`src/rtl/cfgload_pkg.sv`:
```
// Package: shared types and register-slot numbers for the serial configuration loader.
// Assumes the slot numbers match the routing code values.
package cfgload_pkg;

    typedef enum logic [1:0] {
        PWR_ACTIVE   = 2'd0,
        PWR_CP_HIZ   = 2'd1,
        PWR_SYNC_PD  = 2'd2,
        PWR_ASYNC_PD = 2'd3
    } pwr_state_e;

    localparam int unsigned SLOT_IF_REF = 0;
    localparam int unsigned SLOT_RF_REF = 1;
    localparam int unsigned SLOT_IF_DIV = 2;
    localparam int unsigned SLOT_RF_DIV = 3;

    // Combines the pump tri-state and powerdown bits into a power state.
    function automatic pwr_state_e pwr_decode(input logic hiz, input logic pwdn);
        case ({pwdn, hiz})
            2'b00:   return PWR_ACTIVE;
            2'b01:   return PWR_CP_HIZ;
            2'b10:   return PWR_SYNC_PD;
            default: return PWR_ASYNC_PD;
        endcase
    endfunction

endpackage

```
`src/rtl/cfgload_sync.sv`:
```
// Module: multi-stage synchroniser for a group of asynchronous single-bit inputs.
// Assumes each input is held for longer than STAGES+1 system clock cycles.
module cfgload_sync #(
    parameter int unsigned W      = 3,
    parameter int unsigned STAGES = 2
) (
    input  logic         clk,
    input  logic         rst_n,
    input  logic [W-1:0] async_in,
    output logic [W-1:0] sync_out
);
    logic [W-1:0] pipe [STAGES];

    generate
        for (genvar g = 0; g < STAGES; g++) begin : g_stage
            // Each stage registers the previous one (the first stage registers the pins).
            always_ff @(posedge clk) begin
                if (!rst_n)      pipe[g] <= '0;
                else if (g == 0) pipe[g] <= async_in;
                else             pipe[g] <= pipe[(g == 0) ? 0 : g - 1];
            end
        end
    endgenerate

    assign sync_out = pipe[STAGES-1];
endmodule

```
`src/rtl/cfgload_shift.sv`:
```
// Module: edge detection on the synchronised shift clock and load strobe, plus the
// serial shift register. Assumes the data bit is stable around each shift-clock rise.
module cfgload_shift #(
    parameter int unsigned PAYLOAD_W = 20,
    parameter int unsigned ADDR_W    = 2
) (
    input  logic                 clk,
    input  logic                 rst_n,
    input  logic                 sclk_s,
    input  logic                 sdata_s,
    input  logic                 le_s,
    output logic [PAYLOAD_W-1:0] payload,
    output logic [ADDR_W-1:0]    code,
    output logic                 load
);
    localparam int unsigned SR_W = PAYLOAD_W + ADDR_W;

    logic [SR_W-1:0] sr;
    logic            sclk_q;
    logic            le_q;
    logic            shift_en;

    // Keeps the previous synchronised levels for edge detection.
    always_ff @(posedge clk) begin
        if (!rst_n) begin
            sclk_q <= 1'b0;
            le_q   <= 1'b0;
        end else begin
            sclk_q <= sclk_s;
            le_q   <= le_s;
        end
    end

    assign shift_en = sclk_s & ~sclk_q;
    assign load     = le_s & ~le_q;

    // Shifts one bit in at each shift-clock rise; the first bit sent ends up at the MSB.
    always_ff @(posedge clk) begin
        if (!rst_n)        sr <= '0;
        else if (shift_en) sr <= {sr[SR_W-2:0], sdata_s};
    end

    assign payload = sr[SR_W-1:ADDR_W];
    assign code    = sr[ADDR_W-1:0];


    shift_step_chk: assert property (@(posedge clk) disable iff (!rst_n)
        shift_en |=> (sr == {$past(sr[SR_W-2:0]), $past(sdata_s)}));


    shift_hold_chk: assert property (@(posedge clk) disable iff (!rst_n)
        !shift_en |=> $stable(sr));


    load_pulse_chk: assert property (@(posedge clk) disable iff (!rst_n)
        load |=> !load);
endmodule

```
`src/rtl/cfgload_bank.sv`:
```
// Module: bank of configuration registers, one per routing code value.
// Assumes load is a single-cycle pulse and code/payload are valid with it.
module cfgload_bank #(
    parameter int unsigned PAYLOAD_W = 20,
    parameter int unsigned ADDR_W    = 2
) (
    input  logic                              clk,
    input  logic                              rst_n,
    input  logic                              load,
    input  logic [ADDR_W-1:0]                 code,
    input  logic [PAYLOAD_W-1:0]              payload,
    output logic [(1<<ADDR_W)-1:0][PAYLOAD_W-1:0] regs
);
    localparam int unsigned SLOTS = 1 << ADDR_W;

    generate
        for (genvar s = 0; s < SLOTS; s++) begin : g_slot
            logic hit;
            assign hit = load && (code == ADDR_W'(s));

            // Captures the payload when this slot is addressed by a load.
            always_ff @(posedge clk) begin
                if (!rst_n)   regs[s] <= '0;
                else if (hit) regs[s] <= payload;
            end


            slot_load_chk: assert property (@(posedge clk) disable iff (!rst_n)
                (load && (code == ADDR_W'(s))) |=> (regs[s] == $past(payload)));


            slot_keep_chk: assert property (@(posedge clk) disable iff (!rst_n)
                !(load && (code == ADDR_W'(s))) |=> $stable(regs[s]));
        end
    endgenerate
endmodule

```
`src/rtl/cfgload_top.sv`:
```
// Module: three-wire serial configuration loader. It synchronises the pins, shifts the
// word in, routes the payload to one of four registers and decodes the control fields.
// Assumes RATIO_W + 5 == SWALLOW_W + MAIN_W + 2 (both formats fill the payload).
module cfgload_top
    import cfgload_pkg::*;
#(
    parameter int unsigned RATIO_W      = 15,
    parameter int unsigned SWALLOW_W    = 7,
    parameter int unsigned IF_SWALLOW_W = 4,
    parameter int unsigned MAIN_W       = 11,
    parameter int unsigned SYNC_STAGES  = 2
) (
    input  logic                    clk,
    input  logic                    rst_n,
    input  logic                    sclk_in,
    input  logic                    sdata_in,
    input  logic                    le_in,
    output logic [RATIO_W-1:0]      if_ref_ratio,
    output logic                    if_det_pol,
    output logic                    if_cp_hi,
    output logic                    if_cp_hiz,
    output logic                    if_lock_en,
    output logic                    if_div_mon,
    output logic [RATIO_W-1:0]      rf_ref_ratio,
    output logic                    rf_det_pol,
    output logic                    rf_cp_hi,
    output logic                    rf_cp_hiz,
    output logic                    rf_lock_en,
    output logic                    rf_div_mon,
    output logic [IF_SWALLOW_W-1:0] if_swallow,
    output logic [MAIN_W-1:0]       if_main,
    output logic                    if_presc_hi,
    output logic                    if_pwdn,
    output logic [SWALLOW_W-1:0]    rf_swallow,
    output logic [MAIN_W-1:0]       rf_main,
    output logic                    rf_presc_hi,
    output logic                    rf_pwdn,
    output logic [1:0]              if_pwr_state,
    output logic [1:0]              rf_pwr_state
);
    localparam int unsigned ADDR_W    = 2;
    localparam int unsigned PAYLOAD_W = RATIO_W + 5;
    localparam int unsigned POL_B     = RATIO_W;
    localparam int unsigned CUR_B     = RATIO_W + 1;
    localparam int unsigned HIZ_B     = RATIO_W + 2;
    localparam int unsigned LD_B      = RATIO_W + 3;
    localparam int unsigned MON_B     = RATIO_W + 4;
    localparam int unsigned MAIN_LO   = SWALLOW_W;
    localparam int unsigned PRESC_B   = SWALLOW_W + MAIN_W;
    localparam int unsigned PWDN_B    = SWALLOW_W + MAIN_W + 1;

    logic [2:0]                                  pins_s;
    logic [PAYLOAD_W-1:0]                        payload;
    logic [ADDR_W-1:0]                           code;
    logic                                        load;
    logic [(1<<ADDR_W)-1:0][PAYLOAD_W-1:0]       regs;
    logic [PAYLOAD_W-1:0] if_ref, rf_ref, if_div, rf_div;

    cfgload_sync #(.W(3), .STAGES(SYNC_STAGES)) u_sync (
        .clk(clk), .rst_n(rst_n),
        .async_in({le_in, sdata_in, sclk_in}),
        .sync_out(pins_s)
    );

    cfgload_shift #(.PAYLOAD_W(PAYLOAD_W), .ADDR_W(ADDR_W)) u_shift (
        .clk(clk), .rst_n(rst_n),
        .sclk_s(pins_s[0]), .sdata_s(pins_s[1]), .le_s(pins_s[2]),
        .payload(payload), .code(code), .load(load)
    );

    cfgload_bank #(.PAYLOAD_W(PAYLOAD_W), .ADDR_W(ADDR_W)) u_bank (
        .clk(clk), .rst_n(rst_n),
        .load(load), .code(code), .payload(payload),
        .regs(regs)
    );

    assign if_ref = regs[SLOT_IF_REF];
    assign rf_ref = regs[SLOT_RF_REF];
    assign if_div = regs[SLOT_IF_DIV];
    assign rf_div = regs[SLOT_RF_DIV];

    // Reference register decode.
    assign if_ref_ratio = if_ref[RATIO_W-1:0];
    assign if_det_pol   = if_ref[POL_B];
    assign if_cp_hi     = if_ref[CUR_B];
    assign if_cp_hiz    = if_ref[HIZ_B];
    assign if_lock_en   = if_ref[LD_B];
    assign if_div_mon   = if_ref[MON_B];
    assign rf_ref_ratio = rf_ref[RATIO_W-1:0];
    assign rf_det_pol   = rf_ref[POL_B];
    assign rf_cp_hi     = rf_ref[CUR_B];
    assign rf_cp_hiz    = rf_ref[HIZ_B];
    assign rf_lock_en   = rf_ref[LD_B];
    assign rf_div_mon   = rf_ref[MON_B];

    // Divider register decode; the IF swallow count keeps only its low bits.
    assign if_swallow  = if_div[IF_SWALLOW_W-1:0];
    assign if_main     = if_div[MAIN_LO +: MAIN_W];
    assign if_presc_hi = if_div[PRESC_B];
    assign if_pwdn     = if_div[PWDN_B];
    assign rf_swallow  = rf_div[SWALLOW_W-1:0];
    assign rf_main     = rf_div[MAIN_LO +: MAIN_W];
    assign rf_presc_hi = rf_div[PRESC_B];
    assign rf_pwdn     = rf_div[PWDN_B];

    // Power state from the reference tri-state bit and the divider powerdown bit.
    assign if_pwr_state = pwr_decode(if_ref[HIZ_B], if_div[PWDN_B]);
    assign rf_pwr_state = pwr_decode(rf_ref[HIZ_B], rf_div[PWDN_B]);


    rf_async_pd_chk: assert property (@(posedge clk) disable iff (!rst_n)
        (rf_pwr_state == 2'd3) |-> (rf_pwdn && rf_cp_hiz));


    if_active_chk: assert property (@(posedge clk) disable iff (!rst_n)
        (if_pwr_state == 2'd0) |-> (!if_pwdn && !if_cp_hiz));
endmodule

```
`config.mk`:
```
export PLATFORM = sky130hd
export DESIGN_NAME = cfgload_top
export DESIGN_NICKNAME = d
export VERILOG_FILES = /design/src/rtl/cfgload_pkg.sv /design/src/rtl/cfgload_sync.sv /design/src/rtl/cfgload_shift.sv /design/src/rtl/cfgload_bank.sv /design/src/rtl/cfgload_top.sv
export SDC_FILE = /design/constraint.sdc
export NUM_CORES = 1
export LEC_CHECK = 0
export BUFFER_PORTS_ARGS = -buffer_cell sky130_fd_sc_hd__buf_2
export CORE_ASPECT_RATIO = 0.5
export CORE_MARGIN = 3
export CORE_UTILIZATION = 40
export DETAILED_ROUTE_END_ITERATION = 6
export GPL_ROUTABILITY_DRIVEN = 0
export GPL_TIMING_DRIVEN = 0
export PLACE_DENSITY = 0.61
export SLEW_MARGIN = 20
export SYNTH_ARGS = -nofsm -noshare
export SYNTH_HDL_FRONTEND = slang
export SYNTH_HIERARCHICAL = 1
export SYNTH_SLANG_ARGS = --single-unit
```
`constraint.sdc`:
```
create_clock -name clk -period 1.53 [get_ports clk]
set_input_delay 0.306 -clock clk [delete_from_list [all_inputs] [get_ports clk]]
set_output_delay 0.306 -clock clk [all_outputs]
set_load 0.1 [all_outputs]
```
### Yosys cells after proc, flatten, opt, wreduce, memory -nomap -nowiden

Memories as Yosys holds them, arrays and structs flattened.
Cells that the tools add are included.

| word-level totals | value |
|---|---|
| register bits | 104 |
| RAM bits | 6 |
| input bits | 5 |
| logic and storage cells | 34 |
| memories kept | 1 |

Memories:

| name | depth | bits a word | rd ports | clocked after memory_dff | wr ports | line | text |
|---|---|---|---|---|---|---|---|
| u_sync.pipe | 2 | 3 | 2 | 0 | 2 | cfgload_sync.sv:12 | `logic [W-1:0] pipe [STAGES];` |

| cells by class | value |
|---|---|
| equal/unequal tests | 7 |
| muxes and demuxes | 6 |
| bitwise operators | 6 |
| reduce and logical (&&, ||, !) cells | 7 |

Operators by type and width:

| cell | number |
|---|---|
| case mux 2 bit (3 select lines) | 2 |
| == test 2 bit (second input constant) | 4 |
| == test 2 x 1 -> 1 bit (second input constant) | 3 |
| zero test 2 bit | 3 |
| 2-to-1 mux 3 bit | 2 |
| logical AND 1 bit | 4 |
| bitwise AND 1 bit | 2 |
| 2-to-1 mux 1 bit | 2 |
| inverter 1 bit | 2 |
| bitwise OR 1 bit | 2 |

### Longest topological paths before layout

| depth | value |
|---|---|
| word-level depth | 3 |
| mapped depth | 4 |
| mapped depth without buffers | 3 |

### Hierarchy

The synthesis kept the hierarchy.

Modules (own cells, without submodules):

| module | times used | cells each | area each (µm²) | seq. area each (µm²) |
|---|---|---|---|---|
| cfgload_bank | 1 | 283 | 2927.8 | 1601.5 |
| cfgload_shift | 1 | 79 | 889.6 | 480.5 |
| cfgload_sync | 1 | 12 | 157.7 | 120.1 |
| cfgload_top | 1 | 4 | 15.0 | 0.0 |

### Least setup slack after synthesis

No wires, ideal clock.

| timing path | value |
|---|---|
| kind | reg2out |
| start point | reg u_bank/regs[17] (netlist bit) |
| end point | out if_pwr_state[0] |
| arrival time | 1860 ps |
| path slack | -636 ps |
| stages on the path, launching flop included | 2 |
| buffers on the path | 1 |
| path through | dfxtp_1 > clkbuf_1 |

| between the ends | value |
|---|---|
| longest elaborated chain between the ends | 2 |
| elaborated cells between the ends (all ways) | 4 |

Ends and longest elaborated chain:

| what | line | text |
|---|---|---|
| from (decl) | cfgload_bank.sv:12 | `output logic [(1<<ADDR_W)-1:0][PAYLOAD_W-1:0] regs` |
| from (signal, indexed assignment) | cfgload_bank.sv:24 | `else if (hit) regs[s] <= payload;` |
| == test 2 bit (tied with other cells) | cfgload_pkg.sv:19 | `case ({pwdn, hiz})` |
| case mux 2 bit (3 select lines) * | cfgload_pkg.sv:19 |  |
| to (decl) | cfgload_top.sv:38 | `output logic [1:0] if_pwr_state,` |

Every way passes the cells marked *; elsewhere a longest branch is shown, timed or not.

### Final worst setup path

Ends and elaborated chain as after synthesis.

==> metrics <==
Die X=145 um; Int Power=4140 uW; Slew Limit Headroom=0.669; crit path launch type=flop; slowest CP cell=buf_2; Initial Util=0.429; cts hold-fix bufs=0; CP Cell Sequence=clkbuf_2, buf_2; Hold Path Class=input port to flop; CTS root buf=clkbuf_16; CP max FO=3; Post-DP Area=4490 um^2; Synth Instances=369; Final Util=0.529; PortBufs=85; Post-Layout Cell Count=600; Detailed Place HPWL=6.06 mm; detailed-route via count=2774; Overall Global Routing Usage=0.160; Reg clk slew, reported paths=70 ps; Worst path max stage delay=410 ps; FF-to-FF path depth=4; Worst Hold Endpoint=u_sync/pipe[0][2]; First-pass DRT Iterations=5; TritonCTS clock tree=done; DR WL/cell=14.1 um; worst-skew pair later-pin latency=340 ps; CP Data Arrival Time=1180 ps; Worst Setup SP=u_bank/regs[17]; Setup violations, final=0; switch share=0.219; clock power share=0.446; unrepaired setup endpoints after global routing=false; Worst Setup Path Type=flop to output port; fmax=0.675 GHz; Worst VDD drop=0.643 mV; drt drc=0; # diodes=0; max-slew violations=0; area delta synth->final=23.5%; grt ovf=0; worst r2r src=u_sync/pipe[1][2]; NumNets Final=470; Hold Path Origin=le_in; WL final=8.45 mm; max-cap violations=0; Sequential Power Share=0.526; Pleak=0.00239 uW; I/O pin count=86; cell area power density=1110 nW/um^2; Initial DRC Count=90; number of fill cells=879; Net Count, Synth=374; final hold violation count=0; slack of the worst reg-to-reg path=180 ps; core area=9070 um^2; clock buffer depth=2; Yosys warnings=6; post-route antenna net violation count=0; Die Ht=75.7 um; Worst setup EP type=output port; Design Area, Final=4800 um^2; CTS buffer count=9; first-pass GRT wire length=13.6 mm; NetSw=1160 uW; Min Clock Period, post-route=1480 ps; layout cells sized above 1=0.291; Hold Path Depth=2; final period utilization=0.969; number of global-route vias before repair=2572; Placed Cells=584; worst-margin pin slew=500 ps; routed vias/inst=4.62; setup bufs post-CTS=0; synthesized area=3890 um^2; initial antenna violation count=0; row cnt=24; largest net degree at the start of global routing=20; die area=11000 um^2; clk_skew=11.3 ps; Avg Inst Size Synth=10.5 um^2; Required @ worst endpoint=1220 ps; run status=finished, final reports clean; Combinational Power Share=0.028; setup_tns=0 ps; H-tree depth=3; worst r2r dst=u_bank/regs[4]; clk sink count=107
[through the flow]
stage / setup WS (ps) / hold slack (ps) / power [uW]
after floorplan: 31.7 / 406 / 2960
after CTS: 23.3 / 170 / 5390
after global placement: 178 / 415 / 3010
after detailed placement: 179 / 413 / 3010
final: 48.0 / 176 / 5310
after global routing: 0.703 / 167 / 5530
[worst max-delay path: cells and delay by family (launching register included)]
kind | cells | cell delay, ps
buf+inv | 2 | 500
flops | 1 | 340
[power groups by stage]
| stage | registers [uW] | logic [uW] | clock network, uW |
|---|---|---|---|
| after global placement | 2860 | 148 | 0 |
| after global routing | 2790 | 158 | 2570 |
| after detailed placement | 2860 | 148 | 0 |
| final | 2790 | 147 | 2370 |
| after floorplan | 2860 | 105 | 0 |
| after CTS | 2790 | 149 | 2450 |
[timing repair]
| action | 4_1_cts | 5_1_grt |
|---|---|---|
| setup endpoints to repair | 0 | 2 |
| gates resized for setup | 0 | 2 |
| endpoints found under the hold margin | 0 | 0 |
[layer usage]
metal	wire (um)	track usage	part of all wire	vias up
met5	0	0	0	-
met2	3710	0.249	0.44	66
met1	4210	0.217	0.50	1294
met4	59	0.0368	0.0070	0
met3	468	0.0547	0.055	8
li1	-	-	-	1406
[how the worst max path moves through the flow]
stage | to | slack [ps] | depth (start not counted)
final | if_pwr_state[0] | 50 | 2
after global routing | rf_pwr_state[1] | 0.7 | 2
after CTS | if_pwr_state[1] | 20 | 2
after detailed placement | u_bank/regs[14] | 180 | 5
after global placement | u_bank/regs[13] | 180 | 5
after floorplan | if_pwr_state[0] | 30 | 1
[cells in the final DEF, fill, tap and decap left out, drive strengths merged]
cell type    n
nand2      120
buf        108
dfxtp      107
mux2i       99
clkbuf      15
and2         8
inv          3
clkinv       2
nand3b       2
nor2b        2
clkinvlp     1
bufinv       1
nor3b        1
nand3        1
[registers in the layout, indices dropped and copies added (netlist names)]
| signal | cells |
|---|---|
| u_bank/regs | 77 |
| u_shift/sr | 22 |
| u_sync/pipe | 6 |
| u_shift/le_q | 1 |
| u_shift/sclk_q | 1 |
[layout make-up]
class	count	area, um^2	area share
buffer	29	206	0.0430
clock buffer	9	225	0.0469
clock inverter	7	83.8	0.0175
multi-input combinational	233	1550	0.322
sequential	107	2150	0.447
tap	130	163	0.0339
timing repair buffer	85	430	0.0897
Note: power is estimated with default switching activity, not from simulation.
